### config.mk
export PLATFORM = sky130hd
export DESIGN_NAME = cpu_irq_iface
export DESIGN_NICKNAME = d
export VERILOG_FILES = /design/src/rtl/cii_pkg.sv /design/src/rtl/cii_prio_stack.sv /design/src/rtl/cii_select.sv /design/src/rtl/cpu_irq_iface.sv
export SDC_FILE = /design/constraint.sdc
export NUM_CORES = 1
export LEC_CHECK = 0
export ABC_CLOCK_PERIOD_IN_PS = 4600
export BUFFER_PORTS_ARGS = -buffer_cell sky130_fd_sc_hd__buf_2
export CAP_MARGIN = 20
export CORE_MARGIN = 5
export CORE_UTILIZATION = 51
export CTS_CLUSTER_SIZE = 30
export DETAILED_ROUTE_END_ITERATION = 10
export PLACE_DENSITY = 0.76
export REMOVE_ABC_BUFFERS = 1
export SYNTH_ARGS = -nofsm -noshare
export SYNTH_HDL_FRONTEND = slang
export SYNTH_SLANG_ARGS = --single-unit
### constraint.sdc
create_clock -name clk -period 4.6 [get_ports clk]
set_input_delay 0.46 -clock clk [delete_from_list [all_inputs] [get_ports clk]]
set_output_delay 0.46 -clock clk [all_outputs]
set_load 0.1 [all_outputs]
### src/rtl/cii_pkg.sv
package cii_pkg;
  localparam int PRIO_W = 8;
  localparam int ID_W   = 10;
  localparam int BP_W   = 3;

  localparam logic [PRIO_W-1:0] PRIO_IDLE  = '1;
  localparam logic [ID_W-1:0]   ID_NS_HELD = 10'd1022;
  localparam logic [ID_W-1:0]   ID_NONE    = 10'd1023;

  // group priority: low bp bits cleared
  function automatic logic [PRIO_W-1:0] grp_of(input logic [PRIO_W-1:0] p,
                                               input logic [BP_W-1:0]   bp);
    return p & (PRIO_IDLE << bp);
  endfunction
endpackage

### src/rtl/cii_prio_stack.sv
module cii_prio_stack
  import cii_pkg::*;
#(
  parameter int DEPTH = 8
) (
  input  logic              clk,
  input  logic              rst_n,
  input  logic              push,
  input  logic              pop,
  input  logic [PRIO_W-1:0] push_prio,
  output logic [PRIO_W-1:0] top_prio,
  output logic              empty,
  output logic              full
);
  localparam int CW = $clog2(DEPTH + 1);
  localparam int PW = (DEPTH > 1) ? $clog2(DEPTH) : 1;

  logic [PRIO_W-1:0] mem [DEPTH];
  logic [CW-1:0]     cnt;
  logic [CW-1:0]     top_idx;

  assign empty   = (cnt == '0);
  assign full    = (cnt == CW'(DEPTH));
  assign top_idx = cnt - CW'(1);
  assign top_prio = empty ? PRIO_IDLE : mem[top_idx[PW-1:0]];

  always_ff @(posedge clk) begin
    if (!rst_n) begin
      cnt <= '0;
    end else if (push && !full) begin
      cnt <= cnt + CW'(1);
    end else if (pop && !empty) begin
      cnt <= cnt - CW'(1);
    end
  end

  always_ff @(posedge clk) begin
    if (push && !full) mem[cnt[PW-1:0]] <= push_prio;
  end
endmodule

### src/rtl/cii_select.sv
module cii_select
  import cii_pkg::*;
(
  input  logic              cand_valid,
  input  logic              cand_ns,
  input  logic [PRIO_W-1:0] cand_prio,
  input  logic              en_s,
  input  logic              en_ns,
  input  logic [PRIO_W-1:0] pmask,
  input  logic [BP_W-1:0]   bpr_s,
  input  logic [BP_W-1:0]   bpr_ns,
  input  logic              share_bpr,
  input  logic              fiq_sec,
  input  logic [PRIO_W-1:0] run_prio,
  input  logic              stk_empty,
  input  logic              stk_full,
  output logic              class_on,
  output logic              under_mask,
  output logic              preempts,
  output logic              eligible,
  output logic              to_fiq
);
  logic [BP_W-1:0] bp_use;

  always_comb begin
    bp_use     = (cand_ns && !share_bpr) ? bpr_ns : bpr_s;
    class_on   = cand_ns ? en_ns : en_s;
    under_mask = cand_prio < pmask;
    preempts   = stk_empty ||
                 (grp_of(cand_prio, bp_use) < grp_of(run_prio, bp_use));
    eligible   = cand_valid && class_on && under_mask && preempts && !stk_full;
    to_fiq     = !cand_ns && fiq_sec;
  end
endmodule

### src/rtl/cpu_irq_iface.sv
module cpu_irq_iface
  import cii_pkg::*;
#(
  parameter int DEPTH = 8
) (
  input  logic              clk,
  input  logic              rst_n,
  input  logic              cand_valid,
  input  logic [ID_W-1:0]   cand_id,
  input  logic [PRIO_W-1:0] cand_prio,
  input  logic              cand_ns,
  input  logic              en_s,
  input  logic              en_ns,
  input  logic [PRIO_W-1:0] pmask,
  input  logic [BP_W-1:0]   bpr_s,
  input  logic [BP_W-1:0]   bpr_ns,
  input  logic              share_bpr,
  input  logic              fiq_sec,
  input  logic              ack_ns_ok,
  input  logic              ack_req,
  input  logic              ack_secure,
  input  logic              eoi_req,
  output logic              irq,
  output logic              fiq,
  output logic              ack_vld,
  output logic [ID_W-1:0]   ack_id,
  output logic              cand_taken,
  output logic [PRIO_W-1:0] running_prio
);
  logic stk_empty, stk_full;
  logic class_on, under_mask, preempts, eligible, to_fiq;
  logic ack_go, grant, push_ev, pop_ev;
  logic [ID_W-1:0] resp_id;

  cii_prio_stack #(.DEPTH(DEPTH)) u_stack (
    .clk(clk), .rst_n(rst_n), .push(push_ev), .pop(pop_ev),
    .push_prio(cand_prio), .top_prio(running_prio),
    .empty(stk_empty), .full(stk_full)
  );

  cii_select u_sel (
    .cand_valid(cand_valid), .cand_ns(cand_ns), .cand_prio(cand_prio),
    .en_s(en_s), .en_ns(en_ns), .pmask(pmask), .bpr_s(bpr_s),
    .bpr_ns(bpr_ns), .share_bpr(share_bpr), .fiq_sec(fiq_sec),
    .run_prio(running_prio), .stk_empty(stk_empty), .stk_full(stk_full),
    .class_on(class_on), .under_mask(under_mask), .preempts(preempts),
    .eligible(eligible), .to_fiq(to_fiq)
  );

  // end-of-interrupt wins over a simultaneous acknowledge
  assign ack_go = ack_req && !eoi_req;
  assign pop_ev = eoi_req;

  always_comb begin
    grant   = 1'b0;
    resp_id = ID_NONE;
    if (eligible) begin
      if (ack_secure && cand_ns && !ack_ns_ok) begin
        resp_id = ID_NS_HELD;
      end else if (!ack_secure && !cand_ns) begin
        resp_id = ID_NONE;
      end else begin
        grant   = 1'b1;
        resp_id = cand_id;
      end
    end
  end

  assign push_ev = ack_go && grant;

  always_ff @(posedge clk) begin
    if (!rst_n) begin
      irq        <= 1'b0;
      fiq        <= 1'b0;
      ack_vld    <= 1'b0;
      ack_id     <= ID_NONE;
      cand_taken <= 1'b0;
    end else begin
      irq        <= eligible && !to_fiq;
      fiq        <= eligible && to_fiq;
      ack_vld    <= ack_go;
      cand_taken <= push_ev;
      if (ack_go) ack_id <= resp_id;
    end
  end
endmodule

==> summary.md <==
| Metric | Value |
|---|---|
| Starting DRT DRC Count | `approximately 260` |
| Kind of critical path | `register to register` |
| Largest net degree at the start of global routing | `25` |
| Worst VDD drop | `~0.26 mV` |
| Core Box Area | `7730 sq um` |
| Hold buffers post-CTS | `0` |
| Clock Skews | `just under 9 ps` |
| Max Fanout on Critical Path | `9` |
| Cell Chain, Critical Path | `inv_1 > ha_1 > buf_4 > mux4_2 > o221ai_1 > o21ai_0 > nand2_1 > ha_1 > a2111oi_0 > nand3_1 > o211ai_4 > nand3_4 > nor4_1 > buf_4` |
| Worst Tran Pin Value | `around 730 ps` |
| CTS root buf | `clkbuf_8` |
| Primary FF master, synth | `edfxtp_1` |
| Period utilization | `between 80 and 90%` |
| Mux cell area share after synthesis | `roughly 15%` |
| Fin crit period | `~4100 ps` |
| DR vias | `about 2700` |
| Nets | `between 400 and 500` |
| Simple-gate portion of the synthesized area | `8.84%` |
| Share of the synthesized area in the top cell type | `47.7%` |
| N_diodes | `0` |
| Die Ht | `about 100 microns` |
| Delay-heaviest family, CP | `compound AO/OA/AOI/OAI gates` |
| Total grt overflow | `0` |
| Wire per inst | `~20 microns` |
| Yosys cell types | `52` |
| H-tree levels | `3` |
| CTS Sinks | `82` |
| Antenna viol nets, final | `0` |
| Initial antenna violation count | `0` |
| Slew Limit Fails | `0` |
| Multi-input gate area | `between 1500 and 2000 sq um` |
| IO Port Bufs | `65` |
| Max-cap viol count | `0` |
| Std-Cell Rows | `32` |
| Post-Synthesis Cell Area | `between 4000 and 5000 sq um` |
| WHS Path Cells | `2` |
| Ports | `between 60 and 70` |
| WL final | `approximately 9.4 mm` |
| Critical path depth in cells | `14` |
| Largest family of logic cells by synthesized area | `multiplexers` |
| Total chip power | `2.92 mW` |
| Fmax | `between 0.2 and 0.25 GHz` |
| DRC viols | `0` |
| Final setup violation count | `0` |
| Power Density | `around 600 nW/um^2` |
| DIE AREA | `9790 sq um` |
| Post-synth EDFFs | `64` |
| Final Util | `~61%` |
| Via density | `~5.8` |
| Startpoint types | `register` |
| Fraction of registers with async set/reset | `0%` |
| Initial Util | `52.2%` |
| Layout cells sized above 1 | `a little under a third` |
| Synth Area in Compound Gates | `a little over a tenth` |
| Clock Pin Slew Worst Setup and Hold Paths | `about 90 ps` |
| WP data required | `between 4000 and 5000 ps` |
| Slowest cell delay on critical path | `about 460 ps` |
| Max-Slew Margin vs Limit | `around 51%` |
| LEAKAGE | `1.85 nW` |
| Worst Reg-to-Reg Cells | `14` |
| Synthesized area per cell | `between 10 and 15 sq um` |
| Post-synthesis sequential area ratio | `between 50% and 60%` |
| Detailed Routing Iterations Pass 1 | `4` |
| Global-route wire length before repair | `14.8 mm` |
| Status | `finished, final reports clean` |
| Post-DP HPWL | `between 7 and 8 mm` |
| Reg area | `about 2300 sq um` |
| CP Capture Type | `register` |
| Layout area overhead | `17.6%` |
| Synth Warn # | `0` |
| Clk buf depth | `2` |
| RSZ-0062 raised after global routing | `false` |
| XOR/XNOR Fraction of Synth Area | `0%` |
| Horiz. Die Dim | `around 99 microns` |
| CTS Buf Count | `9` |
| Setup bufs post-CTS | `0` |
| Critical Path AT | `around 4200 ps` |
| Number of global-route vias before repair | `between 2000 and 3000` |
| RD Place Congestion | `0.888` |
| Clk Latency, worst-skew pair | `roughly 360 ps` |
| Final Hold Vio Count | `0` |
| HP Class | `input pin to register` |
| Cells after Synth | `282` |
| Post-CTS Resized | `0` |
| Total track usage | `approximately a fifth` |
| CTS tree | `built` |
| Number of synthesized register bits | `82` |
| WP buf/inv | `3` |
| Fillers | `roughly 550` |
| Dominant cells by area after synthesis | `edfxtp_1 48%, dfxtp_1 8.9%, mux4_1 6.5%` |
| Slowest cell on crit path | `ha_1` |
| Setup TNS | `0 ps` |
| Adder-Cell Fraction of Synth Area | `4.96%` |
| Yosys top cell by area | `edfxtp_1` |
## sequential cells by signal, summed over array words and instances (netlist names)
| signal | cells |
|---|---|
| ack_id | 10 |
| ack_vld | 1 |
| cand_taken | 1 |
| fiq | 1 |
| irq | 1 |
| u_stack.cnt | 4 |
| u_stack.mem | 64 |
## routing by layer
metal	GRT usage (%)	share of wire (%)	routed length [microns]	vias up
met2	31.8	48	4530	113
met1	26.7	42	3940	1329
met3	5.45	8.6	811	11
met5	0	0	0	-
met4	7.04	1.3	121	0
li1	-	-	-	1280
## where the power goes
| group | switching (mW) | internal, mW |
|---|---|---|
| registers | 0.0146 | 0.817 |
| logic | 1.04 | 0.460 |
| clock network | 0.262 | 0.321 |
| total | 1.32 | 1.60 |
## Yosys cell counts (2+ instances only)
cell,number
ha_1,16
a31oi_1,4
o21a_1,3
nand2b_1,5
mux4_2,8
nor3_1,4
dfxtp_1,18
buf_6,4
nor2b_1,3
nor2_1,14
nand3_1,3
o221ai_1,6
nor4_1,8
o22a_1,9
and2_1,4
mux2_2,3
inv_1,18
and3_1,2
mux2i_1,12
mux4_1,10
o21ai_0,11
a21o_1,4
clkbuf_1,3
a21oi_1,4
o22ai_1,2
edfxtp_1,64
nand2_1,15
## final timing paths
check                                    from  slack (ps)                           to
setup / recovery  u_stack.cnt[1]$_SDFFE_PN0P_         480  u_stack.mem[1][2]$_DFFE_PP_
hold / removal                     cand_id[6]         300       ack_id[6]$_SDFFE_PN1P_
setup reg to reg  u_stack.cnt[1]$_SDFFE_PN0P_         480  u_stack.mem[1][2]$_DFFE_PP_
hold reg to reg        ack_id[6]$_SDFFE_PN1P_         480       ack_id[6]$_SDFFE_PN1P_
## through the flow
step	setup WS, ps	area (sq um)	hold WS [ps]	std cells
6_report	485	4740	299	468
5_1_grt	206	4740	283	468
4_1_cts	527	4740	283	468
3_5_place_dp	560	4500	467	452
3_3_place_gp	686	4500	460	452
2_1_floorplan	-2590	3940	493	271
## cells in the final DEF (no fill, tap or decap), types with 3 or more instances in the layout
cell	Yosys	final
and2_1	4	4
nand2b_1	5	5
mux4_2	8	8
a21o_1	4	4
o221ai_1	6	6
nor3_1	4	4
o21a_1	3	3
buf_4	0	14
dfxtp_1	18	18
a31oi_1	4	4
nor2b_1	3	3
nand2_1	15	15
mux2_2	3	3
ha_1	16	16
o22a_1	9	9
a21oi_1	4	4
inv_1	18	18
clkbuf_16	0	3
o21ai_0	11	11
edfxtp_1	64	64
nor4_1	8	8
nand3_1	3	3
mux2i_1	12	12
nor2_1	14	14
clkbuf_8	1	10
buf_2	1	65
mux4_1	10	10
## layout make-up
cell class | count | share of cell area, %
sequential | 82 | 48.1
tap | 102 | 2.69
timing repair buffer | 79 | 9.08
clock buffer | 14 | 4.64
multi-input combinational | 171 | 33.6
inverter | 18 | 1.42
clock inverter | 2 | 0.422
## cells by family after synthesis
| kind of cell | count (synthesis) |
|---|---|
| simple gates | 65 |
| fa+ha+maj | 16 |
| buf+inv | 29 |
| compound gates | 56 |
| flops | 82 |
| mux | 34 |
No activity file was read; power rests on OpenSTA's default activity.
